<file path="src/rtl/alu_pkg.sv">
package alu_pkg;

  typedef enum logic [1:0] {
    CLS_ADD = 2'b00,
    CLS_SUB = 2'b01,
    CLS_DEC = 2'b10,
    CLS_RSV = 2'b11
  } alu_cls_e;

  typedef enum logic [3:0] {
    FN_ADD = 4'd0,
    FN_SUB = 4'd1,
    FN_AND = 4'd2,
    FN_OR  = 4'd3,
    FN_XOR = 4'd4,
    FN_SLT = 4'd5,
    FN_SGT = 4'd6,
    FN_SHL = 4'd7,
    FN_SHR = 4'd8
  } alu_fn_e;

  // Low nibble of the opcode under decode class
  localparam logic [3:0] OPN_ADD = 4'h1;
  localparam logic [3:0] OPN_SUB = 4'h2;
  localparam logic [3:0] OPN_AND = 4'h3;
  localparam logic [3:0] OPN_OR  = 4'h4;
  localparam logic [3:0] OPN_XOR = 4'h5;
  localparam logic [3:0] OPN_SLT = 4'h6;
  localparam logic [3:0] OPN_SGT = 4'h7;
  localparam logic [3:0] OPN_SHL = 4'h8;
  localparam logic [3:0] OPN_SHR = 4'h9;

endpackage

</file>
<file path="src/rtl/alu_op_decode.sv">
module alu_op_decode
  import alu_pkg::*;
#(
  parameter int OP_W = 6
) (
  input  logic [1:0]      cls_i,
  input  logic [OP_W-1:0] opcode_i,
  output alu_fn_e         fn_o
);

  localparam int NIB_W = 4;

  logic [NIB_W-1:0] nib;
  logic             top_clear;
  alu_fn_e          op_fn;

  assign nib       = opcode_i[NIB_W-1:0];
  assign top_clear = ~|opcode_i[OP_W-1:NIB_W+1];

  always_comb begin
    op_fn = FN_ADD;
    if (top_clear) begin
      case (nib)
        OPN_ADD: op_fn = FN_ADD;
        OPN_SUB: op_fn = FN_SUB;
        OPN_AND: op_fn = FN_AND;
        OPN_OR:  op_fn = FN_OR;
        OPN_XOR: op_fn = FN_XOR;
        OPN_SLT: op_fn = FN_SLT;
        OPN_SGT: op_fn = FN_SGT;
        OPN_SHL: op_fn = FN_SHL;
        OPN_SHR: op_fn = FN_SHR;
        default: op_fn = FN_ADD;
      endcase
    end
  end

  always_comb begin
    case (alu_cls_e'(cls_i))
      CLS_ADD: fn_o = FN_ADD;
      CLS_SUB: fn_o = FN_SUB;
      CLS_DEC: fn_o = op_fn;
      default: fn_o = FN_ADD;
    endcase
  end

endmodule

</file>
<file path="src/rtl/alu_shift.sv">
module alu_shift #(
  parameter int DATA_W   = 32,
  parameter bit DIR_LEFT = 1'b1
) (
  input  logic [DATA_W-1:0]         data_i,
  input  logic [$clog2(DATA_W)-1:0] amt_i,
  output logic [DATA_W-1:0]         data_o
);

  localparam int SH_W = $clog2(DATA_W);

  logic [DATA_W-1:0] stg [SH_W+1];

  assign stg[0] = data_i;

  for (genvar s = 0; s < SH_W; s++) begin : g_stage
    if (DIR_LEFT) begin : g_left
      assign stg[s+1] = amt_i[s] ? (stg[s] << (1 << s)) : stg[s];
    end else begin : g_right
      assign stg[s+1] = amt_i[s] ? (stg[s] >> (1 << s)) : stg[s];
    end
  end

  assign data_o = stg[SH_W];

endmodule

</file>
<file path="src/rtl/alu_core.sv">
module alu_core
  import alu_pkg::*;
#(
  parameter int DATA_W = 32
) (
  input  alu_fn_e           fn_i,
  input  logic [DATA_W-1:0] a_i,
  input  logic [DATA_W-1:0] b_i,
  output logic [DATA_W-1:0] y_o,
  output logic              zero_o
);

  localparam int SH_W = $clog2(DATA_W);

  logic [DATA_W-1:0] sum, diff, shl, shr;
  logic              lt, gt;

  assign sum  = a_i + b_i;
  assign diff = a_i - b_i;
  assign lt   = $signed(a_i) < $signed(b_i);
  assign gt   = $signed(a_i) > $signed(b_i);

  alu_shift #(.DATA_W(DATA_W), .DIR_LEFT(1'b1)) u_shl (
    .data_i (a_i),
    .amt_i  (b_i[SH_W-1:0]),
    .data_o (shl)
  );

  alu_shift #(.DATA_W(DATA_W), .DIR_LEFT(1'b0)) u_shr (
    .data_i (a_i),
    .amt_i  (b_i[SH_W-1:0]),
    .data_o (shr)
  );

  always_comb begin
    case (fn_i)
      FN_ADD:  y_o = sum;
      FN_SUB:  y_o = diff;
      FN_AND:  y_o = a_i & b_i;
      FN_OR:   y_o = a_i | b_i;
      FN_XOR:  y_o = a_i ^ b_i;
      FN_SLT:  y_o = {{(DATA_W-1){1'b0}}, lt};
      FN_SGT:  y_o = {{(DATA_W-1){1'b0}}, gt};
      FN_SHL:  y_o = shl;
      FN_SHR:  y_o = shr;
      default: y_o = sum;
    endcase
  end

  assign zero_o = ~|y_o;

endmodule

</file>
<file path="src/rtl/alu_unit.sv">
module alu_unit
  import alu_pkg::*;
#(
  parameter int DATA_W = 32,
  parameter int OP_W   = 6
) (
  input  logic [1:0]        cls_i,
  input  logic [OP_W-1:0]   opcode_i,
  input  logic [DATA_W-1:0] opa_i,
  input  logic [DATA_W-1:0] opb_i,
  output logic [DATA_W-1:0] result_o,
  output logic              zero_o
);

  alu_fn_e fn;

  alu_op_decode #(.OP_W(OP_W)) u_dec (
    .cls_i    (cls_i),
    .opcode_i (opcode_i),
    .fn_o     (fn)
  );

  alu_core #(.DATA_W(DATA_W)) u_core (
    .fn_i   (fn),
    .a_i    (opa_i),
    .b_i    (opb_i),
    .y_o    (result_o),
    .zero_o (zero_o)
  );

endmodule

</file>
<file path="config.mk">
export PLATFORM = sky130hd
export DESIGN_NAME = alu_unit
export DESIGN_NICKNAME = d
export VERILOG_FILES = /design/src/rtl/alu_pkg.sv /design/src/rtl/alu_op_decode.sv /design/src/rtl/alu_shift.sv /design/src/rtl/alu_core.sv /design/src/rtl/alu_unit.sv
export SDC_FILE = /design/constraint.sdc
export NUM_CORES = 1
export LEC_CHECK = 0
export ABC_AREA = 1
export BUFFER_PORTS_ARGS = -buffer_cell sky130_fd_sc_hd__buf_2
export CORE_ASPECT_RATIO = 0.5
export CORE_UTILIZATION = 34
export DETAILED_ROUTE_END_ITERATION = 6
export PLACE_DENSITY = 0.49
export SYNTH_ARGS = -nofsm -noshare
export SYNTH_HDL_FRONTEND = slang
export SYNTH_SLANG_ARGS = --single-unit
</file>
<file path="constraint.sdc">
create_clock -name vclk -period 12.2
set_input_delay 2.44 -clock vclk [all_inputs]
set_output_delay 2.44 -clock vclk [all_outputs]
set_load 0.01 [all_outputs]
</file>
==> flow_metrics.py, run 1 <==
metrics = {
    "status": {
        "outcome": "finished with violations",
        "violations": "DRC",
    },
    "routing": {
        "drt_wl_total_um": 52300,
        "routed_via_density": 5.48,
        "vias": 14300,
        "ant_nets": 0,
        "drt_pre_antenna_iters": 7,
        "routedWlPerCell_um": 20.1,
        "drt_iter0_drc": 2050,
        "drc": 5,
    },
    "cts": {
        "holdBufCountCts": 0,
        "cts_setup_buffers": 0,
        "cts.repair.resized": 0,
    },
    "hold_path": {
        "holdCritPathClass": "primary input to output port",
        "holdPathStages": 7,
    },
    "sta": {
        "fin_crit_ns": 9.02,
        "fmax_mhz": 111,
        "finalCritPeriodShare_pct": 73.9,
        "setup_viol": 0,
        "rsz0062_at_grt": "no",
        "finalHoldViolCount": 0,
        "whs_ns": 5.56,
        "slew_violations": 0,
        "slew-limit-headroom_pct": 32.4,
        "timing.setup.tns_ns": 0,
        "tightest_slew_ns": 1.01,
    },
    "grt": {
        "grt_max_degree": 70,
        "grt_pass1_wl_um": 76500,
        "antenna_found_initial": 0,
        "grt_pass1_vias": 12600,
        "track_usage_pct": 32.0,
        "busiest_layer": "met1",
        "use_met3_pct": 8.06,
        "gr-total-overflow": 0,
        "grt_util_met2_pct": 45.5,
        "use_met1_pct": 48.9,
    },
    "logic_synthesis": {
        "syn_nets": 2368,
        "netlist.area_leader.share_pct": 25.8,
        "yosysWarnings": 0,
        "synth_top_cell_by_area": "nand2_1",
        "synth_area_leaders": "nand2_1 (26%), nand3_1 (22%), ha_1 (12%)",
        "synth_common_cells": "nand2_1 (717), nand3_1 (463), inv_1 (316)",
        "syn-instance-count": 2190,
        "yosys.cell_count.top_type": "nand2_1",
        "yosysUniqueCellTypes": 39,
        "syn_area_per_cell_um2": 4.76,
        "netlist_area_mm2": 0.0104,
        "ys_seq_area_share_pct": 0,
    },
    "layout": {
        "drive_gt1_share_pct": 6.60,
        "nClkBuffers": 0,
        "area_growth_pct": 6.38,
        "regArea_um2": 0,
        "seq_cell_count": 0,
        "stdcell_area_mm2": 0.0111,
        "final_core_util_pct": 37.5,
        "antennaDiodeCount": 0,
        "fin_nets": 2392,
    },
    "place": {
        "port_buffers": 104,
        "gp_congestion": 0.996,
        "placed_area_mm2": 0.0111,
        "dp_hpwl_um": 43100,
    },
    "die": {
        "boundaryPins": 105,
        "rows": 44,
        "die_w_um": 250,
        "initial_core_util_pct": 35.3,
        "die_area_mm2": 0.0314,
        "coreArea_mm2": 0.0296,
        "dieHeight_um": 126,
    },
    "worst_setup_path": {
        "cp_data_arrival_time_ns": 6.58,
        "start_kind": "primary input",
        "crit_fanout": 65,
        "crit_path_end_kind": "output port",
        "path_class": "primary input to output port",
        "cp_data_required_time_ns": 9.76,
    },
    "power": {
        "p_seq_share_pct": 0,
        "combPwrFrac_pct": 100.0,
        "internal_power_uw": 160,
        "sw_frac_of_total_pct": 70.6,
        "ir_drop_mv": 0.0154,
        "clockPowerShare_pct": 0,
        "p_leak_uw": 0.00647,
        "power_density_mw_per_mm2": 49.2,
        "power_switching_uw": 385,
    },
    "flow_run": {
        "cap_violations": 0,
    },
}
[per-layer routing]
metal / wire length, um / vias up
met5: 0 / -
met4: 488 / 0
met3: 7100 / 29
met2: 20200 / 721
met1: 24500 / 6526
li1: - / 6976
[critical path, stage by stage]
cell and delay (ns):
buf_2 0.10, buf_4 0.33, inv_2 0.10, buf_4 0.58
ha_1 0.52, nor2_1 0.29, nand2_1 0.08, nand3_1 0.23
nand2_1 0.09, nand2_1 0.17, nand2_1 0.10, nand2_1 0.16
nand2_1 0.07, nand3_1 0.07, nand2_1 0.06, nor2_1 0.09
nand3_1 0.17, nor2_1 0.24, nand2_1 0.07, nor2_1 0.14
nand2_1 0.16, nor2_1 0.15, buf_2 0.15
[kinds of logic (layout without fill, tap and decap cells)]
logic type	Yosys count	in the layout	synth area share, %
AO/OA/AOI/OAI	122	122	6.44
XOR/XNOR	23	23	1.93
adder cells (fa/ha/maj)	106	106	12.9
buffers and inverters	418	440	16.0
AND/OR/NAND/NOR	1521	1521	62.8
[power groups by stage]
| stage | combinational, uW | clock, uW | sequential (uW) |
|---|---|---|---|
| floorplan | 352 | 0 | 0 |
| global placement | 530 | 0 | 0 |
| detailed placement | 527 | 0 | 0 |
| CTS | 530 | 0 | 0 |
| global route | 594 | 0 | 0 |
| finish | 545 | 0 | 0 |
[metrics by stage]
stage	power (uW)	instances	setup slack, ns
2_1_floorplan	352	2190	4.81
3_3_place_gp	530	2603	3.27
3_5_place_dp	527	2603	3.27
4_1_cts	530	2603	3.25
5_1_grt	594	2603	2.94
6_report	545	2603	3.18
[worst paths after layout]
kind	startpoint	end	slack, ns
worst min-delay path	opb_i[11]	result_o[11]	5.56
worst max-delay path	opb_i[2]	zero_o	3.18
[layout by cell type (no fill, tap or decap), drive strengths merged]
cell type and n:
and3 3, xor2 22, a21oi 54, a21boi 1
nor3 22, and2 8, a21o 1, o211ai 3
fa 2, nor3b 1, o21bai 10, nor2 253
o21a 3, xnor2 1, nand3 467, nand4 34
inv 322, a31oi 2, clkinv 2, buf 116
o21ai 44, o22ai 4, nand3b 9, nand2 724
ha 104
[layout make-up]
cell class	count	area, um2
repair buffers	116	611
well taps	391	489
multi-input cells	1772	8770
inverters	324	1220
fillers	3617	18500
Note: power is estimated with default switching activity, not from simulation.
==> run 2: changes to the inputs <==
clock period = 9 ns   (was 12.2 ns; I/O delays follow)
==> run 2 against run 1 <==
Against the previous run: the run now ends clean; critical path depth fell by 4; via count is 1.1% higher; final cell count barely moved; largest cell class unchanged.
==> flow_metrics.py, run 2 (synthesis results as in run 1) <==
metrics = {
    "status": {
        "outcome": "complete, no violations",
    },
    "sta": {
        "fmax_mhz": 134,
        "finalHoldViolCount": 0,
        "whs_ns": 4.30,
        "slew-limit-headroom_pct": 30.5,
        "setup_viol": 0,
        "fin_crit_ns": 7.46,
        "timing.setup.tns_ns": 0,
        "slew_violations": 0,
        "tightest_slew_ns": 1.04,
        "rsz0062_at_grt": "no",
        "finalCritPeriodShare_pct": 82.8,
    },
    "cts": {
        "cts_setup_buffers": 0,
        "cts.repair.resized": 0,
        "holdBufCountCts": 0,
    },
    "layout": {
        "seq_cell_count": 0,
        "layout_commonest_cell": "nand2_1",
        "nFillCells": 3538,
        "fin_nets": 2393,
        "stdcell_area_mm2": 0.0111,
        "final_cell_mix": "nand2_1 (717), nand3_1 (463), inv_1 (315), nor2_1 (245)",
        "regArea_um2": 0,
        "drive_gt1_share_pct": 6.64,
        "nClkBuffers": 0,
        "area_growth_pct": 6.42,
    },
    "grt": {
        "gr-total-overflow": 0,
        "busiest_layer": "met1",
        "grt_pass1_vias": 12700,
        "grt_pass1_wl_um": 76200,
        "grt_util_met2_pct": 45.5,
        "grt_max_degree": 65,
        "use_met3_pct": 3.91,
        "use_met1_pct": 49.8,
        "track_usage_pct": 31.6,
        "antenna_found_initial": 4,
    },
    "routing": {
        "drt_iter0_drc": 1691,
        "vias": 14400,
        "ant_nets": 0,
        "drt_wl_total_um": 51200,
        "drc": 0,
        "routed_via_density": 5.53,
        "drt_pre_antenna_iters": 6,
        "routedWlPerCell_um": 19.7,
    },
    "worst_setup_path": {
        "cp_data_arrival_time_ns": 5.66,
        "start_kind": "primary input",
        "crit_path_end_kind": "output port",
        "crit_fanout": 34,
        "cp_data_required_time_ns": 7.20,
        "path_class": "primary input to output port",
    },
    "die": {
        "rows": 44,
        "die_w_um": 250,
        "boundaryPins": 105,
        "die_area_mm2": 0.0314,
        "dieHeight_um": 126,
        "initial_core_util_pct": 35.3,
        "coreArea_mm2": 0.0296,
    },
    "place": {
        "placed_area_mm2": 0.0111,
        "gp_congestion": 1.02,
        "dp_hpwl_um": 42500,
        "port_buffers": 104,
    },
    "hold_path": {
        "holdCritPathClass": "primary input to output port",
    },
    "flow_run": {
        "cap_violations": 0,
    },
}
[run 2: critical path: stages]
cell and delay [ns]:
buf_2 0.53, clkinv_1 0.22, ha_1 0.50, nor3_1 0.54, nand2_1 0.10, nand2_1 0.19, nand2_1 0.11, nand2_1 0.15
nand2_1 0.07, nand3_1 0.06, nand2_1 0.05, nor2_1 0.19, nand3_1 0.21, nor2_1 0.23, nand2_1 0.07, nor2_1 0.15
nand2_1 0.17, nor2_1 0.13, buf_2 0.14
[run 2: worst paths after layout]
kind	start	end	slack [ns]	depth (start not counted)
worst min-delay path	opb_i[7]	result_o[7]	4.30	7
worst max-delay path	opb_i[4]	zero_o	1.54	19
[run 2: layer usage]
metal	vias to the layer above	wire length, um
met5	-	9
met4	2	646
met3	42	6230
met2	745	20200
met1	6650	24100
li1	6975	-
[run 2: area by class of cell]
class	instances	area [um2]	area share (%)
well taps	391	489	4.41
inverters	324	1220	11.0
repair buffers	117	618	5.57
diodes	1	2.50	0.0226
multi-input cells	1772	8760	79.0
[run 2: through the flow]
stage | worst slack, ns | instances | util (%)
3_5_place_dp | 1.77 | 2604 | 37.5
6_report | 1.54 | 2605 | 37.5
2_1_floorplan | 2.89 | 2190 | -
4_1_cts | 1.76 | 2604 | 37.5
3_3_place_gp | 1.75 | 2604 | 37.5
5_1_grt | 1.26 | 2604 | 37.5
